[config.mk]
export PLATFORM = sky130hd
export DESIGN_NAME = dtmf_rx_framer
export DESIGN_NICKNAME = d
export VERILOG_FILES = /design/src/rtl/dtmf_pkg.sv /design/src/rtl/dtmf_stable.sv /design/src/rtl/dtmf_pause.sv /design/src/rtl/dtmf_serializer.sv /design/src/rtl/dtmf_rx_framer.sv
export SDC_FILE = /design/constraint.sdc
export NUM_CORES = 1
export LEC_CHECK = 0
export BUFFER_PORTS_ARGS = -buffer_cell sky130_fd_sc_hd__clkbuf_2
export CAP_MARGIN = 30
export CELL_PAD_IN_SITES_DETAIL_PLACEMENT = 2
export CELL_PAD_IN_SITES_GLOBAL_PLACEMENT = 2
export CORE_ASPECT_RATIO = 1.4
export CORE_MARGIN = 10
export CORE_UTILIZATION = 30
export DETAILED_ROUTE_END_ITERATION = 8
export GPL_TIMING_DRIVEN = 0
export PLACE_DENSITY = 0.64
export SLEW_MARGIN = 10
export SYNTH_ARGS = -nofsm -noshare
export SYNTH_HDL_FRONTEND = slang
export SYNTH_SLANG_ARGS = --single-unit
[constraint.sdc]
create_clock -name clk -period 3.75 [get_ports clk]
set_input_delay 0.5625 -clock clk [delete_from_list [all_inputs] [get_ports clk]]
set_output_delay 0.5625 -clock clk [all_outputs]
set_load 0.01 [all_outputs]
[src/rtl/dtmf_pkg.sv]
package dtmf_pkg;

    typedef logic [3:0] nib_t;

    typedef struct packed {
        logic [1:0] row;
        logic [1:0] col;
    } key_t;

    // Bits that follow the start bit, LSB shifted out first.
    typedef struct packed {
        logic stop;
        nib_t chk;
        nib_t code;
    } tail_t;

    typedef enum logic {
        CTL_ARMED = 1'b0,
        CTL_HELD  = 1'b1
    } ctl_e;

    localparam int TAIL_BITS = $bits(tail_t);

    function automatic nib_t key_code(key_t k);
        nib_t c;
        if (k.col == 2'd3)
            c = 4'd13 + {2'b00, k.row};
        else if (k.row != 2'd3)
            c = ({2'b00, k.row} * 4'd3) + {2'b00, k.col} + 4'd1;
        else begin
            case (k.col)
                2'd0:    c = 4'd11;
                2'd1:    c = 4'd10;
                default: c = 4'd12;
            endcase
        end
        return c;
    endfunction

    function automatic nib_t key_check(nib_t c);
        return 4'd0 - c;
    endfunction

    function automatic tail_t make_tail(nib_t c);
        tail_t t;
        t.stop = 1'b1;
        t.chk  = key_check(c);
        t.code = c;
        return t;
    endfunction

endpackage

[src/rtl/dtmf_stable.sv]
module dtmf_stable
    import dtmf_pkg::*;
#(
    parameter int HOLD_CYC = 480
) (
    input  logic clk,
    input  logic rst,
    input  logic clr,
    input  logic en,
    input  logic tone,
    input  key_t key,
    output logic accept
);
    localparam int SW = $clog2(HOLD_CYC + 1);

    logic [SW-1:0] cnt;
    key_t          key_q;
    logic          same;

    assign same   = (cnt != '0) && (key == key_q);
    assign accept = en && tone && same && (cnt == SW'(HOLD_CYC - 1));

    always_ff @(posedge clk) begin
        if (rst || clr || !en) begin
            cnt   <= '0;
            key_q <= '0;
        end else if (!tone) begin
            cnt <= '0;
        end else if (!same) begin
            cnt   <= SW'(1);
            key_q <= key;
        end else if (cnt != SW'(HOLD_CYC)) begin
            cnt <= cnt + SW'(1);
        end
    end

    assert_count_bound_R4: assert property (@(posedge clk) disable iff (rst)
        cnt <= SW'(HOLD_CYC));

    assert_restart_R5: assert property (@(posedge clk) disable iff (rst)
        (en && !clr && tone && cnt != '0 && key != key_q) |=> (cnt == SW'(1)));

endmodule

[src/rtl/dtmf_pause.sv]
module dtmf_pause #(
    parameter int GAP_CYC = 240
) (
    input  logic clk,
    input  logic rst,
    input  logic clr,
    input  logic en,
    input  logic tone,
    output logic gap_done
);
    localparam int GW = $clog2(GAP_CYC + 1);

    logic [GW-1:0] cnt;

    assign gap_done = (cnt == GW'(GAP_CYC));

    always_ff @(posedge clk) begin
        if (rst || clr || !en || tone)
            cnt <= '0;
        else if (!gap_done)
            cnt <= cnt + GW'(1);
    end

    assert_gap_bound_R7: assert property (@(posedge clk) disable iff (rst)
        cnt <= GW'(GAP_CYC));

    assert_tone_clears_R7: assert property (@(posedge clk) disable iff (rst)
        tone |=> (cnt == '0));

endmodule

[src/rtl/dtmf_serializer.sv]
module dtmf_serializer
    import dtmf_pkg::*;
#(
    parameter int BIT_CYC = 10
) (
    input  logic clk,
    input  logic rst,
    input  logic clr,
    input  logic load,
    input  nib_t code,
    output logic sdo,
    output logic busy
);
    localparam int BW = $clog2(BIT_CYC + 1);
    localparam int LW = $clog2(TAIL_BITS + 1);

    logic [BW-1:0]        baud;
    logic [LW-1:0]        left;
    logic [TAIL_BITS-1:0] rest;
    logic                 sdo_q;
    logic                 busy_q;

    assign sdo  = sdo_q;
    assign busy = busy_q;

    always_ff @(posedge clk) begin
        if (rst || clr) begin
            sdo_q  <= 1'b1;
            busy_q <= 1'b0;
            baud   <= '0;
            left   <= '0;
            rest   <= '0;
        end else if (load) begin
            sdo_q  <= 1'b0;
            busy_q <= 1'b1;
            rest   <= make_tail(code);
            left   <= LW'(TAIL_BITS);
            baud   <= BW'(BIT_CYC - 1);
        end else if (busy_q) begin
            if (baud != '0) begin
                baud <= baud - BW'(1);
            end else if (left == '0) begin
                busy_q <= 1'b0;
            end else begin
                sdo_q <= rest[0];
                rest  <= {1'b0, rest[TAIL_BITS-1:1]};
                left  <= left - LW'(1);
                baud  <= BW'(BIT_CYC - 1);
            end
        end
    end

    assert_load_idle_R6: assert property (@(posedge clk) disable iff (rst)
        load |-> !busy_q);

    assert_idle_high_R8: assert property (@(posedge clk) disable iff (rst)
        !busy_q |-> sdo_q);

endmodule

[src/rtl/dtmf_rx_framer.sv]
module dtmf_rx_framer
    import dtmf_pkg::*;
#(
    parameter int CLK_HZ  = 2_457_600,
    parameter int BAUD    = 1200,
    parameter int HOLD_MS = 40,
    parameter int GAP_MS  = 20
) (
    input  logic       clk,
    input  logic       rst,
    input  logic       power_down,
    input  logic       tone_vld,
    input  logic [1:0] row_idx,
    input  logic [1:0] col_idx,
    output logic       ser_out,
    output logic       valid_n
);
    localparam int BIT_CYC  = CLK_HZ / BAUD;
    localparam int HOLD_CYC = (CLK_HZ / 1000) * HOLD_MS;
    localparam int GAP_CYC  = (CLK_HZ / 1000) * GAP_MS;

    ctl_e state;
    key_t key;
    logic accept;
    logic gap_done;
    logic busy;
    logic release_dig;
    logic dv_q;

    assign key.row     = row_idx;
    assign key.col     = col_idx;
    assign release_dig = (state == CTL_HELD) && gap_done && !busy;
    assign valid_n     = dv_q;

    dtmf_stable #(.HOLD_CYC(HOLD_CYC)) u_stable (
        .clk    (clk),
        .rst    (rst),
        .clr    (power_down),
        .en     (state == CTL_ARMED),
        .tone   (tone_vld),
        .key    (key),
        .accept (accept)
    );

    dtmf_pause #(.GAP_CYC(GAP_CYC)) u_pause (
        .clk      (clk),
        .rst      (rst),
        .clr      (power_down),
        .en       (state == CTL_HELD),
        .tone     (tone_vld),
        .gap_done (gap_done)
    );

    dtmf_serializer #(.BIT_CYC(BIT_CYC)) u_ser (
        .clk  (clk),
        .rst  (rst),
        .clr  (power_down),
        .load (accept),
        .code (key_code(key)),
        .sdo  (ser_out),
        .busy (busy)
    );

    always_ff @(posedge clk) begin
        if (rst || power_down) begin
            state <= CTL_ARMED;
            dv_q  <= 1'b1;
        end else if (accept) begin
            state <= CTL_HELD;
            dv_q  <= 1'b0;
        end else if (release_dig) begin
            state <= CTL_ARMED;
            dv_q  <= 1'b1;
        end
    end

    assert_pd_quiet_R9: assert property (@(posedge clk) disable iff (rst)
        power_down |=> (valid_n && ser_out));

    assert_start_with_dv_R3: assert property (@(posedge clk) disable iff (rst)
        $fell(valid_n) |-> !ser_out);

    assert_line_idle_R8: assert property (@(posedge clk) disable iff (rst)
        valid_n |-> ser_out);

endmodule

# Yosys cells after proc, flatten, opt, wreduce, memory -nomap -nowiden
# Index checks and enable logic that the tools add are counted.
# word_totals
in_bits	8
out_inout_bits	2
word_cells	95
reg_bits	66
# classes
n_mux	29
mul	1
reduce_logical	26
n_bitwise	5
eq_ne	12
add_sub_neg	8
# op_table
cell	n
9-bit two-way mux	4
12-bit two-way mux	2
4-bit two-way mux	6
11-bit two-way mux	2
17-bit by 1-bit adder with 17-bit output (second input constant)	1
17-bit == test (second input constant)	1
17-bit != test (second input constant)	1
17-bit nonzero test	1
16-bit by 1-bit adder with 16-bit output (second input constant)	1
16-bit == test (second input constant)	1
1-bit two-way mux	14
12-bit nonzero test	1
12-bit by 1-bit subtractor with 12-bit output (second input constant)	1
2-bit != test (second input constant)	4
1-bit logical AND	6
3-bit case mux with 2 select lines	1
2-bit AND reduction	3
3-bit AND reduction	2
1-bit inverter	5
3-bit by 3-bit adder with 4-bit output (first input constant)	1
4-bit by 1-bit adder with 4-bit output (second input constant)	1
4-bit by 2-bit adder with 4-bit output	1
4-bit == test	1
4-bit logical NOT	1
13 further kinds	19

# Longest topological paths before layout
# Gate-level depths: netlist (run 1).
# depth
ltp_word	7
ltp_mapped	12

# By module
# From an unflattened synthesis (run 1), not the netlist that was laid out.
# unflattened
hier_cells	427
area_unflattened_um2	3754.9
# by_module_without_submodules
module	n_inst	cells_per_inst	seq_area_each_um2	area_each_um2
dtmf_serializer	1	175	540.5	1521.5
dtmf_stable	1	132	420.4	1169.9
dtmf_pause	1	88	320.3	778.2
dtmf_rx_framer	1	32	40.0	285.3

# Least setup slack after synthesis (run 1)
# OpenSTA, ideal clock, no wires.
# synth_path
kind	input to register
start	input row_idx[0]
end	register u_ser.rest[6]
required_ns	3.664
arrival_time_ns	2.700
n_path_buf	0
setup_ns	0.086
slack_ns	0.965
stages	10
cell_sequence	fa_1 > inv_1 > fa_1 > a21oi_1 > or3_1 > inv_1 > ha_1 > xnor2_1 > nor2_1 > a211oi_1
# synth_via
elab_chain_len	7
word_cells_on_any_way	17
classes_between	4 x add/sub; 1 x mul; 4 x eq/ne; 3 x mux; 5 x reduce/logical
# synth_rtl
element	line_no	source
from (decl)	dtmf_rx_framer.sv:13	input logic [1:0] row_idx,
2-bit by 2-bit multiplier with 4-bit output	dtmf_pkg.sv:29	c = ({2'b00, k.row} * 4'd3) + {2'b00, k.col} + 4'd1;
4-bit by 2-bit adder with 4-bit output	dtmf_pkg.sv:29	
4-bit by 1-bit adder with 4-bit output	dtmf_pkg.sv:29	
4-bit two-way mux	dtmf_pkg.sv:28	else if (k.row != 2'd3)
4-bit two-way mux	dtmf_pkg.sv:26	if (k.col == 2'd3)
1-bit by 4-bit subtractor with 4-bit output	dtmf_pkg.sv:41	return 4'd0 - c;
9-bit two-way mux	dtmf_serializer.sv:33	end else if (load) begin
to (signal assigned)	dtmf_serializer.sv:36	rest <= make_tail(code);
to (signal assigned)	dtmf_serializer.sv:46	rest <= {1'b0, rest[TAIL_BITS-1:1]};
to (decl)	dtmf_serializer.sv:19	logic [TAIL_BITS-1:0] rest;
# Several ways; a longest one is shown, not always the timed one.
# A chain may end at the register's enable or synchronous reset.

# Worst setup path in the final report (run 1)
# Ends and elaborated chain as after synthesis.

==> impl_metrics.yaml, run 1 <==
timing:
  finalSetupTns_ns: 0
  worst_clock_skew_ns: 0.00789
  fmax_mhz: 347
  rsz0062_at_grt: "no"
  drv_slew: 0
  slew_headroom: 0.571
  hold_viol: 0
  setup_viol: 0
  worst_slew_pin_slew_ns: 0.638
  finalCritPeriodShare: 0.768
  fin_crit_ns: 2.88
cells_and_area:
  instances_no_fill: 556
  multiInputGateArea_mm2: 0.00190
  stdcell_area_mm2: 0.00395
  fill_cells: 1258
  seq_area_mm2: 0.00132
  flow.area_growth_from_synthesis_pct: 17.3
  antenna_cells: 0
  drive_gt1_frac: 0.0795
  final_nets: 431
place:
  io_buffers: 8
  placed_cells: 540
  gp_congestion: 0.729
  post_dp_cell_area_mm2: 0.00358
  dpl.hpwl_mm: 6.42
global_route:
  grtUsageTotal: 0.117
  grt_antenna_before_repair: 0
  grt_pass1_wl_mm: 15.1
  overflow: 0
  grt_pass1_vias: 3089
  grt_max_degree: 12
floorplan:
  ios: 10
  dieArea_mm2: 0.0159
  die_w_um: 110
  fp.dieH_um: 145
  core_mm2: 0.0109
  rows: 45
  initial_core_util: 0.308
yosys:
  synth_edf_count: 0
  yosysUniqueCellTypes: 48
  yosys_register_bits: 66
  yosys-top-cells-count: "dfxtp_1 (66), nor2_1 (54), nand2_1 (30)"
  avgSynthCellArea_um2: 8.61
  synth_top_cell_by_area: "dfxtp_1"
  ys_warn_count: 0
  synth-main-ff-cell: "dfxtp_1"
  synth_area_mm2: 0.00337
  synth_top_cell_area_share: 0.392
  ys_seq_area_frac: 0.392
  async_flop_share: 0
  synthMostInstantiatedCell: "dfxtp_1"
  synthTopCellsByArea: "dfxtp_1 (39%), xor2_1 (7.0%), nor2_1 (6.0%)"
  syn_inst: 391
  synth_nets: 412
clock_tree:
  cts_tree: "yes"
  clk_latency_ns: 0.33
  cts_setup_buffers: 0
  hold_buffers: 0
  cts_repair_resize_count: 0
  clock_path_buffers: 2
  cts_buffers: 9
  htree_levels: 3
  clkTransAtPathRegs_ns: 0.05
  clock_sink_count: 66
  cts-root-buf: "clkbuf_16"
setup_path:
  worst-endpoint-arrival_ns: 3.12
  crit_family: "adder cells"
  crit_required_ns: 3.99
  slowest_stage: "fa_1"
  crit_chain: "clkbuf_2, fa_1, inv_1, fa_1, a21oi_1, or3_1, inv_1, ha_1, xnor2_1, nor2_1, a211oi_1"
  crit_type: "in -> reg"
  worstReg2RegStart: "u_ser.baud[0]"
  crit_path_end_kind: "flip-flop"
  crit_start: "row_idx[0]"
  worst_path_largest_cell_delay_ns: 0.60
  crit_fanout: 7
  path_buf_inv: 3
  critPathLaunchType: "input port"
hold_path:
  hold_path_startpoint: "u_ser.rest[8]"
  hold_class: "reg -> reg"
routing:
  via_count: 2817
  drt-vias-per-instance: 5.07
  wl_mm: 8.79
  drt_iter0_markers: 44
  drtPass1Iterations: 4
  wl_per_cell_um: 15.8
  detail-route-antenna-nets: 0
  drcViolationCount: 0
run_status:
  status: "finished, final reports clean"
run:
  maxCapViolCount: 0
pwr:
  ir_drop_v: 0.000209
  powerDensity_mw_per_mm2: 465
  power_leakage_nw: 1.36
[registers in the layout, indices dropped and copies added (netlist names)]
signal / flops
u_ser.busy: 1
u_pause.cnt: 16
u_ser.baud: 12
u_stable.key_q: 4
u_ser.rest: 9
valid_n: 1
u_stable.cnt: 17
u_ser.left: 4
state: 1
u_ser.sdo: 1
[final cells by class]
cell class                 count  share of cell area
tap                          141              0.0446
timing repair buffer           8              0.0101
sequential                    66               0.334
inverter                      17              0.0161
multi-input combinational    293               0.481
buffer                        15              0.0203
clock buffer                  11              0.0614
clock inverter                 5              0.0317
[layer usage]
| layer | up-vias | GRT usage | wire length, um |
|---|---|---|---|
| li1 | 1398 | - | - |
| met1 | 1391 | 0.132 | 3790 |
| met2 | 19 | 0.205 | 4700 |
| met3 | 9 | 0.0226 | 164 |
| met4 | 0 | 0.0496 | 132 |
| met5 | - | 0 | 0 |
[metrics by stage]
stage	hold WS, ns	setup slack, ns	power (mW)	util
5_1_grt	0.536	0.751	1.91	0.362
3_3_place_gp	0.461	0.505	0.799	0.328
4_1_cts	0.486	0.815	1.87	0.362
3_5_place_dp	0.477	0.460	0.802	0.328
6_report	0.487	0.869	1.84	0.362
2_1_floorplan	0.447	0.965	0.777	-
[power by group]
| group | internal [mW] | switching [mW] | leakage [nW] |
|---|---|---|---|
| Clock | 0.734 | 0.318 | 0.180 |
| Sequential | 0.703 | 0.00127 | 0.532 |
| Combinational | 0.0318 | 0.0494 | 0.646 |
| Total | 1.47 | 0.368 | 1.36 |
[worst reg2reg max path, cell delays in order (launching register included)]
cell and delay, ns:
dfxtp_1 0.35, inv_1 0.08, ha_1 0.19, or3b_4 0.44
nor4_4 0.43, and3_1 0.24, buf_6 0.16, mux2_1 0.33
o21ai_0 0.15, a31oi_1 0.06
[path summary, 6_finish.rpt]
path	to	slack, ns	cells after the start
min reg2reg	u_ser.rest[8]	0.49	2
max	u_ser.rest[6]	0.87	11
max reg2reg	u_ser.rest[7]	1.18	9
min	u_ser.rest[8]	0.49	2
[placed cells by master (no fill, tap or decap), types with 2 or more instances in the layout]
cell type / Yosys / routed
dfxtp_1: 66 / 66
and4_1: 2 / 2
fa_1: 2 / 2
clkbuf_2: 0 / 8
a21o_1: 2 / 2
bufinv_16: 0 / 4
nor4b_1: 2 / 2
or4_1: 2 / 2
a31oi_1: 5 / 5
mux2i_1: 14 / 14
nand3_1: 17 / 17
or2_2: 2 / 2
or4_4: 2 / 2
o21ai_0: 14 / 14
nor3_1: 10 / 10
clkbuf_16: 0 / 9
nand4_1: 6 / 6
inv_1: 17 / 17
nor4_1: 12 / 12
xnor2_1: 16 / 16
and3_1: 5 / 5
nand2_1: 30 / 30
or3_1: 5 / 5
xor2_1: 27 / 27
clkbuf_1: 13 / 14
nand2b_1: 3 / 3
nor2_1: 54 / 54
a211oi_1: 7 / 7
nand3b_1: 2 / 2
and2_1: 2 / 2
a21oi_1: 22 / 22
ha_1: 11 / 11
[logic make-up after synthesis]
logic type,count (synthesis),synth area share
compound gates,59,0.108
xor+xnor,43,0.112
fa+ha+maj,13,0.0527
buf+inv,32,0.0427
flops,66,0.392
mux,15,0.0449
simple gates,163,0.248
Power figures use the tool's default switching activity.
==> run 2: changes to the inputs <==
--- a/config.mk
+++ b/config.mk
@@ -14,7 +14,7 @@
 export CORE_UTILIZATION = 30
 export DETAILED_ROUTE_END_ITERATION = 8
 export GPL_TIMING_DRIVEN = 0
-export PLACE_DENSITY = 0.64
+export PLACE_DENSITY = 0.66
 export SLEW_MARGIN = 10
 export SYNTH_ARGS = -nofsm -noshare
 export SYNTH_HDL_FRONTEND = slang
==> constraint.sdc (replaced) <==
create_clock -name clk -period 2.4 [get_ports clk]
set_input_delay 0.36 -clock clk [delete_from_list [all_inputs] [get_ports clk]]
set_output_delay 0.36 -clock clk [all_outputs]
set_load 0.01 [all_outputs]
==> impl_metrics.yaml, run 2 (synthesis results as in run 1) <==
routing:
  drt-vias-per-instance: 5.09
  wl_mm: 8.85
  via_count: 2852
  drtPass1Iterations: 4
  wl_per_cell_um: 15.8
  detail-route-antenna-nets: 0
  drcViolationCount: 0
  drt_iter0_markers: 25
pwr:
  powerDensity_mw_per_mm2: 642
  power_leakage_nw: 1.37
  ir_drop_v: 0.000349
setup_path:
  crit_required_ns: 2.60
  critPathLaunchType: "input port"
  crit_end: "u_ser.rest[7]"
  worst-endpoint-arrival_ns: 2.62
  crit_type: "in -> reg"
  crit_start: "col_idx[1]"
  crit_path_end_kind: "flip-flop"
  r2r_slack_ns: 0.12
  worstReg2RegStart: "u_ser.baud[1]"
  crit_fanout: 4
  r2r_end: "u_ser.rest[7]"
  rr_worst_depth: 8
run_status:
  violations: "setup timing"
  status: "finished with violations"
clock_tree:
  cts_buffers: 9
  clkTransAtPathRegs_ns: 0.05
  cts_tree: "yes"
  cts-root-buf: "clkbuf_16"
  clock_sink_count: 66
  clk_latency_ns: 0.33
  clock_path_buffers: 2
  htree_levels: 3
timing:
  slew_headroom: 0.585
  worst_slew_pin_slew_ns: 0.618
  drv_slew: 0
  fin_crit_ns: 2.41
  hold_viol: 0
  finalCritPeriodShare: 1.01
  worst_clock_skew_ns: 0.00777
  fin_ws_ns: -0.0128
  fmax_mhz: 414
  rsz0062_at_grt: "yes"
  setup_viol: 2
floorplan:
  core_mm2: 0.0109
  dieArea_mm2: 0.0159
  initial_core_util: 0.308
  ios: 10
  fp.dieH_um: 145
  die_w_um: 110
  rows: 45
global_route:
  grt_pass1_wl_mm: 15.4
  grtUsageTotal: 0.120
  grt_pass1_vias: 3188
  grt_max_degree: 11
  overflow: 0
  grt_antenna_before_repair: 0
cells_and_area:
  drive_gt1_frac: 0.129
  final_core_util: 0.366
  largest_register: "u_stable.cnt"
  mostFrequentLayoutCells: "dfxtp_1 (65), nor2_1 (54), nand2_1 (30), xor2_1 (27), a21oi_1 (21)"
  final_common_cell: "dfxtp_1"
  final_nets: 437
  top_regs: "u_stable.cnt: 17 flops, u_pause.cnt: 16 flops, u_ser.baud: 12 flops"
  flow.area_growth_from_synthesis_pct: 18.8
  largest_register_ffs: 17
  antenna_cells: 0
run:
  maxCapViolCount: 0
place:
  gp_congestion: 0.713
  preCtsSetupSlack_ns: -0.418
  dpl.hpwl_mm: 6.48
  io_buffers: 8
hold_path:
  hold_class: "in -> reg"
==> run 2: changes by cell type in the layout (fill, tap and decap cells not counted), moves of 2 or more <==
cell	previous run	this run
nor4_2	0	2
clkbuf_1	14	9
bufinv_16	4	1
nor4_1	12	10
ha_1	11	9
o21ai_0	14	12
buf_4	0	7
inv_1	17	15
==> run 2: layer usage <==
metal / wire, um / vias up / track usage
met2: 4820 / 20 / 0.209
li1: - / 1412 / -
met4: 121 / 0 / 0.0431
met1: 3690 / 1411 / 0.133
met5: 0 / - / 0
met3: 216 / 9 / 0.0319
==> run 2: worst max-delay path: stages <==
cell and delay, ns:
buf_8 0.10, fa_1 0.55, inv_1 0.06, fa_1 0.52
a21oi_2 0.06, or3_4 0.42, o31a_1 0.30, o21ai_2 0.15
a31oi_1 0.09
==> run 2: metrics by stage <==
step | hold WS [ns] | TNS (ns) | std cells | power [mW] | instance area, um^2
finish | 0.351 | -0.0150 | 560 | 2.57 | 4000
global route | 0.389 | -0.203 | 560 | 2.69 | 4000
CTS | 0.337 | -0.0558 | 554 | 2.62 | 3910
detailed placement | 0.478 | -2.63 | 540 | 1.27 | 3600
global placement | 0.460 | -1.96 | 540 | 1.26 | 3600
floorplan | 0.447 | -0.160 | 391 | 1.23 | 3390
==> run 2: area by class of cell <==
type	instances	area, um^2
Timing Repair Buffer	15	115
Buffer	14	73.8
Clock buffer	11	253
Sequential cell	66	1320
Fill cell	1254	6920
Tap cell	141	176
Multi-Input combinational cell	293	1950
Clock inverter	3	40.0
Inverter	17	66.3
==> run 2: power breakdown <==
group          switching (mW)  internal [mW]  total [mW]
Sequential            0.00214           1.10        1.10
Clock                   0.469          0.845        1.31
Combinational          0.0894         0.0639       0.153
Total                   0.561           2.01        2.57
==> run 2: how the worst min path moves through the flow <==
stage | start | end | slack, ns | cells past startpoint
finish | rst | valid_n | 0.35 | 3
global route | row_idx[0] | u_stable.key_q[2] | 0.39 | 3
detailed placement | u_ser.rest[8] | u_ser.rest[8] | 0.48 | 2
CTS | rst | valid_n | 0.34 | 3
global placement | u_ser.rest[8] | u_ser.rest[8] | 0.46 | 2
floorplan | u_ser.rest[8] | u_ser.rest[8] | 0.45 | 2
==> run 2: what timing repair did <==
item | CTS | global route
hold buffers | 0 | 0
buffers inserted | 0 | 7
setup endpoints to repair | 17 | 14
pin swaps | 3 | 7
resized for setup | 6 | 20
